### src/rtl/dma_addr_eof_glue.sv
module dma_addr_eof_glue #(
  parameter int LO_W   = 8,
  parameter int MID_W  = 8,
  parameter int PAGE_W = 8
) (
  input  logic                          clk,
  input  logic                          rst,
  input  logic [MID_W-1:0]              dma_db,
  input  logic                          dma_adstb,
  input  logic [LO_W-1:0]               dma_lo_addr,
  input  logic [1:0]                    dma_dack_n,
  input  logic                          dma_eop_n,
  input  logic [PAGE_W-1:0]             host_wdata,
  input  logic                          host_page_ld,
  input  logic                          host_last_set,
  output logic [LO_W+MID_W+PAGE_W-1:0]  mem_addr,
  output logic                          addr_valid,
  output logic                          tx_eof,
  output logic                          last_flag
);
  localparam int ADDR_W = LO_W + MID_W + PAGE_W;

  logic [MID_W-1:0]  mid_q;
  logic [PAGE_W-1:0] page_q;
  logic              flag_q;
  logic              tx_ack, rx_ack;

  assign tx_ack     = (dma_dack_n == 2'b10);
  assign rx_ack     = (dma_dack_n == 2'b01);
  assign addr_valid = tx_ack | rx_ack;
  assign mem_addr   = addr_valid ? {page_q, mid_q, dma_lo_addr} : {ADDR_W{1'b0}};
  assign tx_eof     = tx_ack & ~dma_eop_n & flag_q;
  assign last_flag  = flag_q;

  always_ff @(posedge clk) begin
    if (rst) begin
      mid_q  <= '0;
      page_q <= '0;
      flag_q <= 1'b0;
    end else begin
      if (dma_adstb)         mid_q  <= dma_db;
      if (host_page_ld)      page_q <= host_wdata;
      if (host_last_set)     flag_q <= 1'b1;
      else if (tx_eof)       flag_q <= 1'b0;
    end
  end
endmodule

### config.mk
export PLATFORM = sky130hd
export DESIGN_NAME = dma_addr_eof_glue
export DESIGN_NICKNAME = d
export VERILOG_FILES = /design/src/rtl/dma_addr_eof_glue.sv
export SDC_FILE = /design/constraint.sdc
export NUM_CORES = 1
export LEC_CHECK = 0
export BUFFER_PORTS_ARGS = -buffer_cell sky130_fd_sc_hd__buf_2
export CAP_MARGIN = 20
export CORE_MARGIN = 1
export CORE_UTILIZATION = 39
export CTS_CLUSTER_SIZE = 40
export DETAILED_ROUTE_END_ITERATION = 10
export GPL_TIMING_DRIVEN = 0
export PLACE_DENSITY = 0.87
export SYNTH_ARGS = -nofsm -noshare
export SYNTH_HDL_FRONTEND = slang
export SYNTH_SLANG_ARGS = --single-unit
### constraint.sdc
create_clock -name clk -period 1.4 [get_ports clk]
set_input_delay 0.28 -clock clk [delete_from_list [all_inputs] [get_ports clk]]
set_output_delay 0.28 -clock clk [all_outputs]
set_load 0.01 [all_outputs]
==> impl_metrics.tcl, run 1 <==
set metrics [dict create \
    summed_negative_setup_slack_over_all_endpoints_ps 0 \
    layout.core_utilization_pct 60.7 \
    setup_viol_count_final 0 \
    worstSetupStartpointType "input port" \
    syn_to_final_growth_pct 45.2 \
    tritoncts_num_sinks 17 \
    seq_power_share_pct 51.3 \
    placed_cell_area_um2 1130 \
    finalNetCount 180 \
    tritoncts "yes" \
    final.period_utilization_pct 96.5 \
    drive_above_1_share_pct 49.3 \
    power.ir.vdd_worst_mv 0.514 \
    mappedNetlistNets 120 \
    reg2reg_depth 2 \
    synth_compound_gate_area_share_pct 0.763 \
    critical_path.most_common_cell "buf_2" \
    power.share.clock_pct 23.6 \
    worst_path_largest_cell_delay_ps 220 \
    track_usage_pct 16.2 \
    preCtsSetupSlack_ps -116 \
    p_sw_uw 267 \
    postCtsSetupRepairBufs 0 \
    swShare_pct 26.0 \
    grt_first_pass_wirelength_mm 2.55 \
    max-slew-margin-rel_pct 87.0 \
    gr-total-overflow 0 \
    first_global_vias 640 \
    synth.mux.area_fraction_pct 19.5 \
    crit-reg2reg-launch "mid_q[0]" \
    worst_slew_pin_slew_ps 190 \
    path_clk_slew_ps 90 \
    avgViaCountPerCell 4.40 \
    netlist_instances 87 \
    numPortBuffers 55 \
    die_w_um 47.8 \
    placementRows 16 \
    layout_setup_ws_ps 48.7 \
    syn-cell-area_um2 820 \
    adder_and_majority_cell_fraction_of_the_synthesized_area_pct 1.53 \
    antenna_left 0 \
    detail_route.wl_per_cell_um 10.4 \
    synthDistinctLibCells 11 \
    cts.path.max_buffers 2 \
    ctsRootBufferMaster "clkbuf_4" \
    antenna_found_initial 0 \
    gp_routability_congestion 0.592 \
    ys_seq_elements 17 \
    endpoint "mem_addr[19]" \
    timing_hold_violations_final 0 \
    power.share.combinational_pct 25.2 \
    cp_max_fo 10 \
    maximum_number_of_pins_on_one_net_before_global_route_repair 11 \
    critical_path.reg2reg.endpoint "mid_q[0]" \
    inserted_clock_buffers 3 \
    outcome "completed" \
    clk-insertion-delay-late_ps 270 \
    power.density_cell_area_nw_per_um2 864 \
    design_area_um2 1190 \
    worst_hold_slack_ps 196 \
    worst-r2r-setup-slack_ps 740 \
    cp-end-kind "output pin" \
    p_leak_uw 0.000650 \
    final_period_minus_worst_setup_slack_ps 1350 \
    dp.final_hpwl_mm 1.46 \
    cp.arrival_ps 1070 \
    worst_hold_path_type "in -> reg" \
    synthesis.area_per_instance_um2 9.42 \
    worstSetupPathType "in -> out" \
    cap_viol_max_count 0 \
    internal_power_uw 761 \
    yosys_warnings 0 \
    vias 762 \
    critical_path.cell_chain "buf_2 > inv_2 > ha_4 > buf_6 > nor2b_1 > buf_2" \
    post_synth_xor_area_fraction_pct 0 \
    post-route-drc-count 0 \
    yosys.area_share.simple_pct 27.9 \
    die_height_um 47.8 \
    htree_levels 1 \
    ys_seq_area_share_pct 41.5 \
    critical-path-slowest-cell "ha_4" \
    wirelength_mm 1.79 \
    synth_top_family_by_area "simple AND/OR/NAND/NOR gates" \
    fp.coreArea_um2 1960 \
    floorplan_die_area_um2 2290 \
    max_slew_violations 0 \
    finalClockSkew_ps 0 \
    setup.worst_path.start "dma_dack_n[0]" \
    antenna-diode-count 0 \
    cp.required_ps 1120 \
    grt_setup_unrepaired "no" \
    drtIter0Drc 4 \
    ctsHoldBuffers 0 \
    io_pins 59 \
    max_freq_mhz 740 \
    initial_utilization_pct 41.8 \
    drt-pass1-iter-count 4 \
]
==> stage by stage <==
stage / power, uW / std cells
2_1_floorplan: 681 / 87
3_3_place_gp: 773 / 169
3_5_place_dp: 783 / 169
4_1_cts: 1040 / 173
5_1_grt: 1100 / 173
6_report: 1030 / 173
==> kinds of logic after synthesis <==
family / count (synthesis)
and+or+nand+nor: 43
DFF: 17
muxes: 16
buffers and inverters: 9
AOI/OAI and AO/OA: 1
adders and majority gates: 1
==> cells in the final DEF, fill, tap and decap left out, drive strengths merged <==
master and instances:
buf 61, nor2b 25, dfxtp 17, mux2i 16, nor2 16, clkbuf 4
inv 3, and2 1, nand2b 1, o22ai 1, ha 1
==> registers in the layout, summed over array words and instances (netlist names) <==
| name | count |
|---|---|
| last_flag | 1 |
| mid_q | 8 |
| page_q | 8 |
==> layer usage <==
metal | global-route usage, % | wire [um] | vias up
met5 | 0 | 0 | -
li1 | - | - | 390
met2 | 30.8 | 946 | 32
met3 | 3.40 | 132 | 2
met1 | 16.9 | 695 | 338
met4 | 6.67 | 19 | 0
==> cell type report <==
class | instances | area (um^2)
fill | 186 | 772
multi-input combinational | 61 | 435
sequential | 17 | 340
timing repair buffer | 55 | 275
buffer | 6 | 67.6
tap | 27 | 33.8
clock buffer | 4 | 26.3
inverter | 3 | 11.3
==> timing repair <==
| action | in CTS | in global routing |
|---|---|---|
| endpoints found under the setup margin | 20 | 16 |
| endpoints found under the hold margin | 0 | 0 |
| gates resized for setup | 4 | 7 |
==> critical path: cells and delay by family <==
kind / cells / cell delay (ps)
and+or+nand+nor: 1 / 120
buffers and inverters: 4 / 450
adders and majority gates: 1 / 220
==> power by group through the flow <==
| stage | logic [uW] | registers (uW) | clock network [uW] |
|---|---|---|---|
| floorplan | 146 | 535 | 0 |
| global placement | 237 | 535 | 0 |
| detailed placement | 245 | 538 | 0 |
| CTS | 256 | 527 | 255 |
| global route | 290 | 531 | 279 |
| finish | 259 | 527 | 242 |
==> worst min-delay path by stage <==
stage / start / to / slack, ps / cells past startpoint
2_1_floorplan: dma_db[0] / mid_q[0] / 430 / 2
3_3_place_gp: mid_q[0] / mid_q[0] / 460 / 2
3_5_place_dp: mid_q[7] / mid_q[7] / 480 / 2
4_1_cts: rst / page_q[6] / 190 / 2
5_1_grt: rst / mid_q[1] / 190 / 2
6_report: rst / mid_q[7] / 200 / 2
==> cell usage after synthesis <==
cell	instances	area share, %
buf_6	4	5.5
nand2b_1	1	0.76
mux2i_1	16	20
inv_1	3	1.4
ha_1	1	1.5
and2_1	1	0.76
buf_4	2	1.8
nor2b_1	25	19
dfxtp_1	17	42
o22ai_1	1	0.76
nor2_1	16	7.3
Note: power is estimated with default switching activity, not from simulation.
==> run 2, diff against run 1 <==
--- a/config.mk
+++ b/config.mk
@@ -8,11 +8,11 @@
 export BUFFER_PORTS_ARGS = -buffer_cell sky130_fd_sc_hd__buf_2
 export CAP_MARGIN = 20
 export CORE_MARGIN = 1
-export CORE_UTILIZATION = 39
+export CORE_UTILIZATION = 35
 export CTS_CLUSTER_SIZE = 40
 export DETAILED_ROUTE_END_ITERATION = 10
 export GPL_TIMING_DRIVEN = 0
-export PLACE_DENSITY = 0.87
+export PLACE_DENSITY = 0.83
 export SYNTH_ARGS = -nofsm -noshare
 export SYNTH_HDL_FRONTEND = slang
 export SYNTH_SLANG_ARGS = --single-unit
==> constraint.sdc (replaced) <==
create_clock -name clk -period 1.1 [get_ports clk]
set_input_delay 0.22 -clock clk [delete_from_list [all_inputs] [get_ports clk]]
set_output_delay 0.22 -clock clk [all_outputs]
set_load 0.01 [all_outputs]
==> run 2 against run 1 <==
The flow now finishes with violations (negative setup slack). Worst hold slack lost 66 ps. Combinational power grew 110%. Utilization grew 8.6 points. Critical endpoint is now mem_addr[5].
==> impl_metrics.tcl, run 2 (same netlist as run 1, synthesis figures left out) <==
set metrics [dict create \
    outcome "complete, but fails checks" \
    violations "negative setup slack" \
    final_period_minus_worst_setup_slack_ps 1280 \
    vias 812 \
    mostFrequentLayoutCell "buf_2" \
    cp_max_fo 5 \
    drt-pass1-iter-count 3 \
    drive_above_1_share_pct 61.7 \
    placementRows 17 \
    design_area_um2 1530 \
    ctsHoldBuffers 0 \
    antenna_found_initial 0 \
    die_height_um 50.4 \
    gp_routability_congestion 0.634 \
    placed_cell_area_um2 1190 \
    grt_setup_unrepaired "yes" \
    htree_levels 1 \
    worst-r2r-setup-slack_ps 440 \
    crit-reg2reg-launch "page_q[2]" \
    die_w_um 50.4 \
    layout.core_utilization_pct 69.3 \
    setup_viol_count_final 25 \
    post-route-drc-count 0 \
    layout_setup_ws_ps -185 \
    p_leak_uw 0.000756 \
    antenna_left 0 \
    inserted_clock_buffers 3 \
    floorplan_die_area_um2 2540 \
    max-slew-margin-rel_pct 88.4 \
    initial_utilization_pct 37.0 \
    grt-busiest-layer "met2" \
    critical-path-slowest-cell "ha_4" \
    timing_hold_violations_final 0 \
    critical_path.reg2reg.endpoint "page_q[2]" \
    cap_viol_max_count 0 \
    grt_use_met2_pct 38.7 \
    power.density_cell_area_nw_per_um2 1010 \
    tritoncts_num_sinks 17 \
    cp-end-kind "output pin" \
    max_freq_mhz 778 \
    worstSetupStartpointType "input port" \
    grtUsageMet3_pct 4.85 \
    track_usage_pct 18.6 \
    finalClockSkew_ps 0 \
    power.ir.vdd_worst_mv 0.774 \
    global_route.usage.met1_pct 16.8 \
    reg2reg_depth 2 \
    clk-insertion-delay-late_ps 280 \
    antenna-diode-count 0 \
    tritoncts "yes" \
    grt_first_pass_wirelength_mm 3.53 \
    layout_common_cells "buf_2, buf_6, nor2b_4" \
    final.period_utilization_pct 117 \
    avgViaCountPerCell 4.59 \
    maximum_number_of_pins_on_one_net_before_global_route_repair 11 \
    finalNetCount 183 \
    path_clk_slew_ps 100 \
    first_global_vias 851 \
    numPortBuffers 55 \
    summed_negative_setup_slack_over_all_endpoints_ps -2920 \
    filler_cell_count 177 \
    worst_slew_pin_slew_ps 169 \
    gr-total-overflow 0 \
    final_cell_count_without_fillers 177 \
    cp.arrival_ps 1060 \
    cp.required_ps 880 \
    drtIter0Drc 2 \
    worstSetupPathType "in -> out" \
    worst_hold_path.num_cells 2 \
    worst_path_largest_cell_delay_ps 290 \
    detail_route.wl_per_cell_um 13.1 \
    syn_to_final_growth_pct 87.0 \
    io_pins 59 \
    dp.final_hpwl_mm 1.50 \
    fp.coreArea_um2 2210 \
    wirelength_mm 2.32 \
    endpoint "mem_addr[5]" \
    setup.worst_path.start "dma_dack_n[0]" \
    critical_path.cell_chain "buf_6 > inv_4 > ha_4 > clkbuf_16 > nor2b_2 > buf_2" \
    place.detailed.instances 170 \
    ctsRootBufferMaster "clkbuf_4" \
    max_slew_violations 0 \
    worst_hold_path_type "in -> reg" \
    cts.path.max_buffers 2 \
]
run 2: stage by stage:
step / hold WS (ps) / total power (uW) / worst slack [ps]
floorplan: 367 / 899 / 28.0
global placement: 436 / 1020 / -179
detailed placement: 440 / 1030 / -205
CTS: 131 / 1450 / -114
global route: 112 / 1630 / -200
finish: 130 / 1540 / -185
run 2: worst max-delay path: cells and delay by family:
family        cells  cell delay [ps]
buf+inv           4              420
fa+ha+maj         1              290
simple gates      1              130
run 2: worst min path at each step:
| stage | endpoint | from |
|---|---|---|
| floorplan | mid_q[0] | dma_db[0] |
| finish | mid_q[1] | rst |
| global route | mid_q[2] | rst |
| detailed placement | mid_q[1] | rst |
| CTS | mid_q[1] | rst |
| global placement | mid_q[1] | rst |
run 2: layout make-up:
cell class,count,area (um^2),area share [%]
buffer,6,80.1,5.22
clock buffer,4,26.3,1.71
inverter,3,16.3,1.06
multi-input combinational,61,563,36.7
sequential,17,342,22.3
tap,28,35.0,2.29
timing repair buffer,58,470,30.7
run 2: layer usage:
metal	vias up	wire length [um]
met5	-	0
li1	401	-
met4	0	0
met2	38	1380
met1	373	754
met3	0	180
run 2: repair_timing:
item                                    CTS  global route
buffers inserted                          1             0
endpoints found under the setup margin   23            26
resized for setup                        26            25
pin swaps                                 1             1
gates cloned                              1             1
hold endpoints to repair                  0             0
run 2: where the power goes:
group / switching [uW] / total, uW / leakage, uW / internal, uW
Combinational: 224 / 541 / 0.000600 / 317
Sequential: 20.3 / 674 / 0.000141 / 654
Clock: 185 / 325 / 0.0000150 / 141
==> run 3, diff against run 2 <==
--- a/config.mk
+++ b/config.mk
@@ -9,10 +9,12 @@
 export CAP_MARGIN = 20
 export CORE_MARGIN = 1
 export CORE_UTILIZATION = 35
+export CTS_BUF_LIST = sky130_fd_sc_hd__clkbuf_8 sky130_fd_sc_hd__clkbuf_16
 export CTS_CLUSTER_SIZE = 40
 export DETAILED_ROUTE_END_ITERATION = 10
 export GPL_TIMING_DRIVEN = 0
 export PLACE_DENSITY = 0.83
+export SKIP_LAST_GASP = 1
 export SYNTH_ARGS = -nofsm -noshare
 export SYNTH_HDL_FRONTEND = slang
 export SYNTH_SLANG_ARGS = --single-unit
==> run 3 against run 2 <==
The flow still finishes with violations (negative setup slack). Largest power group unchanged. Utilization increased by 0.74 points. Sequential cell count unchanged. Design area increased by 1.1%. Clock power increased by 36%. Highest routed layer unchanged. Die area unchanged. Via count increased by 0.37%. Largest cell class unchanged. Clock skew unchanged. Count of clock-buffer cells in the layout decreased by 1.
==> impl_metrics.tcl, run 3 (same netlist as run 1, synthesis figures left out) <==
set metrics [dict create \
    cp.required_ps 880 \
    antenna-diode-count 0 \
    ctsHoldBuffers 0 \
    cts.path.max_buffers 2 \
    worst-r2r-setup-slack_ps 450 \
    design_area_um2 1550 \
    power.density_cell_area_nw_per_um2 1070 \
    place.detailed.instances 170 \
    hold_path.startpoint "rst" \
    avgViaCountPerCell 4.60 \
    setup.worst_path.start "dma_dack_n[0]" \
    initial_utilization_pct 37.0 \
    outcome "complete, but fails checks" \
    die_w_um 50.4 \
    endpoint "mem_addr[5]" \
    mostFrequentLayoutCell "buf_2" \
    design_power_total_uw 1650 \
    wirelength_mm 2.31 \
    finalClockSkew_ps 0 \
    maximum_number_of_pins_on_one_net_before_global_route_repair 11 \
    htree_levels 1 \
    antenna_left 0 \
    post-route-drc-count 0 \
    timing_hold_violations_final 0 \
    power.ir.vdd_worst_mv 0.818 \
    layout_setup_ws_ps -185 \
    drt-pass1-iter-count 4 \
    grt_first_pass_wirelength_mm 3.54 \
    critical_path.reg2reg.endpoint "page_q[2]" \
    syn_to_final_growth_pct 89.0 \
    detail_route.wl_per_cell_um 13.0 \
    cp.arrival_ps 1060 \
    final_cell_count_without_fillers 177 \
    cap_viol_max_count 0 \
    final_period_minus_worst_setup_slack_ps 1280 \
    final.period_utilization_pct 117 \
    worstSetupStartpointType "input port" \
    cp-end-kind "output pin" \
    numPortBuffers 55 \
    drtIter0Drc 3 \
    worstSetupPathType "in -> out" \
    max-slew-margin-rel_pct 88.4 \
    inserted_clock_buffers 3 \
    drive_above_1_share_pct 61.1 \
    cp_max_fo 5 \
    first_global_vias 853 \
    tritoncts_num_sinks 17 \
    tritoncts "yes" \
    vias 815 \
    floorplan_die_area_um2 2540 \
    track_usage_pct 18.6 \
    reg2reg_depth 2 \
    violations "negative setup slack" \
    antenna_found_initial 0 \
    ctsRootBufferMaster "clkbuf_8" \
    worst_hold_path_type "in -> reg" \
    dp.final_hpwl_mm 1.50 \
    max_slew_violations 0 \
    worst_slew_pin_slew_ps 169 \
    die_height_um 50.4 \
    placed_cell_area_um2 1190 \
    path_clk_slew_ps 60 \
    max_freq_mhz 778 \
    crit-reg2reg-launch "page_q[2]" \
    placementRows 17 \
    grt_setup_unrepaired "yes" \
    clk-insertion-delay-late_ps 240 \
    gr-total-overflow 0 \
    setup_viol_count_final 25 \
    p_leak_uw 0.000769 \
    layout_common_cells "buf_2, buf_6, nor2b_4" \
    fp.coreArea_um2 2210 \
    io_pins 59 \
    layout.core_utilization_pct 70.0 \
    gp_routability_congestion 0.634 \
    finalNetCount 183 \
]
-- run 3: cell count changes in the layout (fill, tap and decap cells not counted) --
cell / change
clkbuf_1: -1
nor2b_4: +1
dfxtp_1: +1
clkbuf_8: +3
inv_1: +1
buf_2: +1
nor2b_2: -1
dfxtp_2: -1
buf_6: -1
clkbuf_4: -3
-- run 3: per-layer routing --
layer  part of all wire [%]  track usage, %
met2                     59            38.7
met4                      0            5.56
met3                    7.0            4.24
met1                     33            17.2
met5                      0               0
-- run 3: cell type report --
cell class / count / area, um^2
fill: 172 / 663
inverter: 3 / 16.3
multi-input combinational: 61 / 568
tap: 28 / 35.0
sequential: 17 / 340
timing repair buffer: 58 / 464
buffer: 6 / 80.1
clock buffer: 3 / 41.3
clock inverter: 1 / 3.75
-- run 3: timing repair --
action                                  4_1_cts  5_1_grt
gates cloned                                  1        1
buffers inserted                              1        0
endpoints found under the setup margin       22       26
pin swaps                                     1        1
resized for setup                            26       24
-- run 3: how the worst min path moves through the flow --
stage / to / slack, ps / depth (start not counted)
2_1_floorplan: mid_q[0] / 370 / 2
3_3_place_gp: mid_q[1] / 440 / 2
3_5_place_dp: mid_q[1] / 440 / 2
4_1_cts: mid_q[1] / 180 / 2
5_1_grt: mid_q[2] / 170 / 2
6_report: mid_q[1] / 170 / 2
-- run 3: worst max-delay path, cell delays in order --
cell and delay, ps:
buf_6 70, inv_4 30, ha_4 290, clkbuf_16 180, nor2b_2 130, buf_2 140
-- run 3: through the flow --
step	TNS [ps]	hold slack, ps	setup WS (ps)
2_1_floorplan	0	367	28.0
3_3_place_gp	-2990	436	-179
3_5_place_dp	-3330	440	-205
4_1_cts	-2210	178	-114
5_1_grt	-3590	170	-198
6_report	-2930	175	-185
-- run 3: power breakdown --
group | internal, uW | switching [uW]
logic | 315 | 223
clock network | 247 | 195
registers | 654 | 20.1
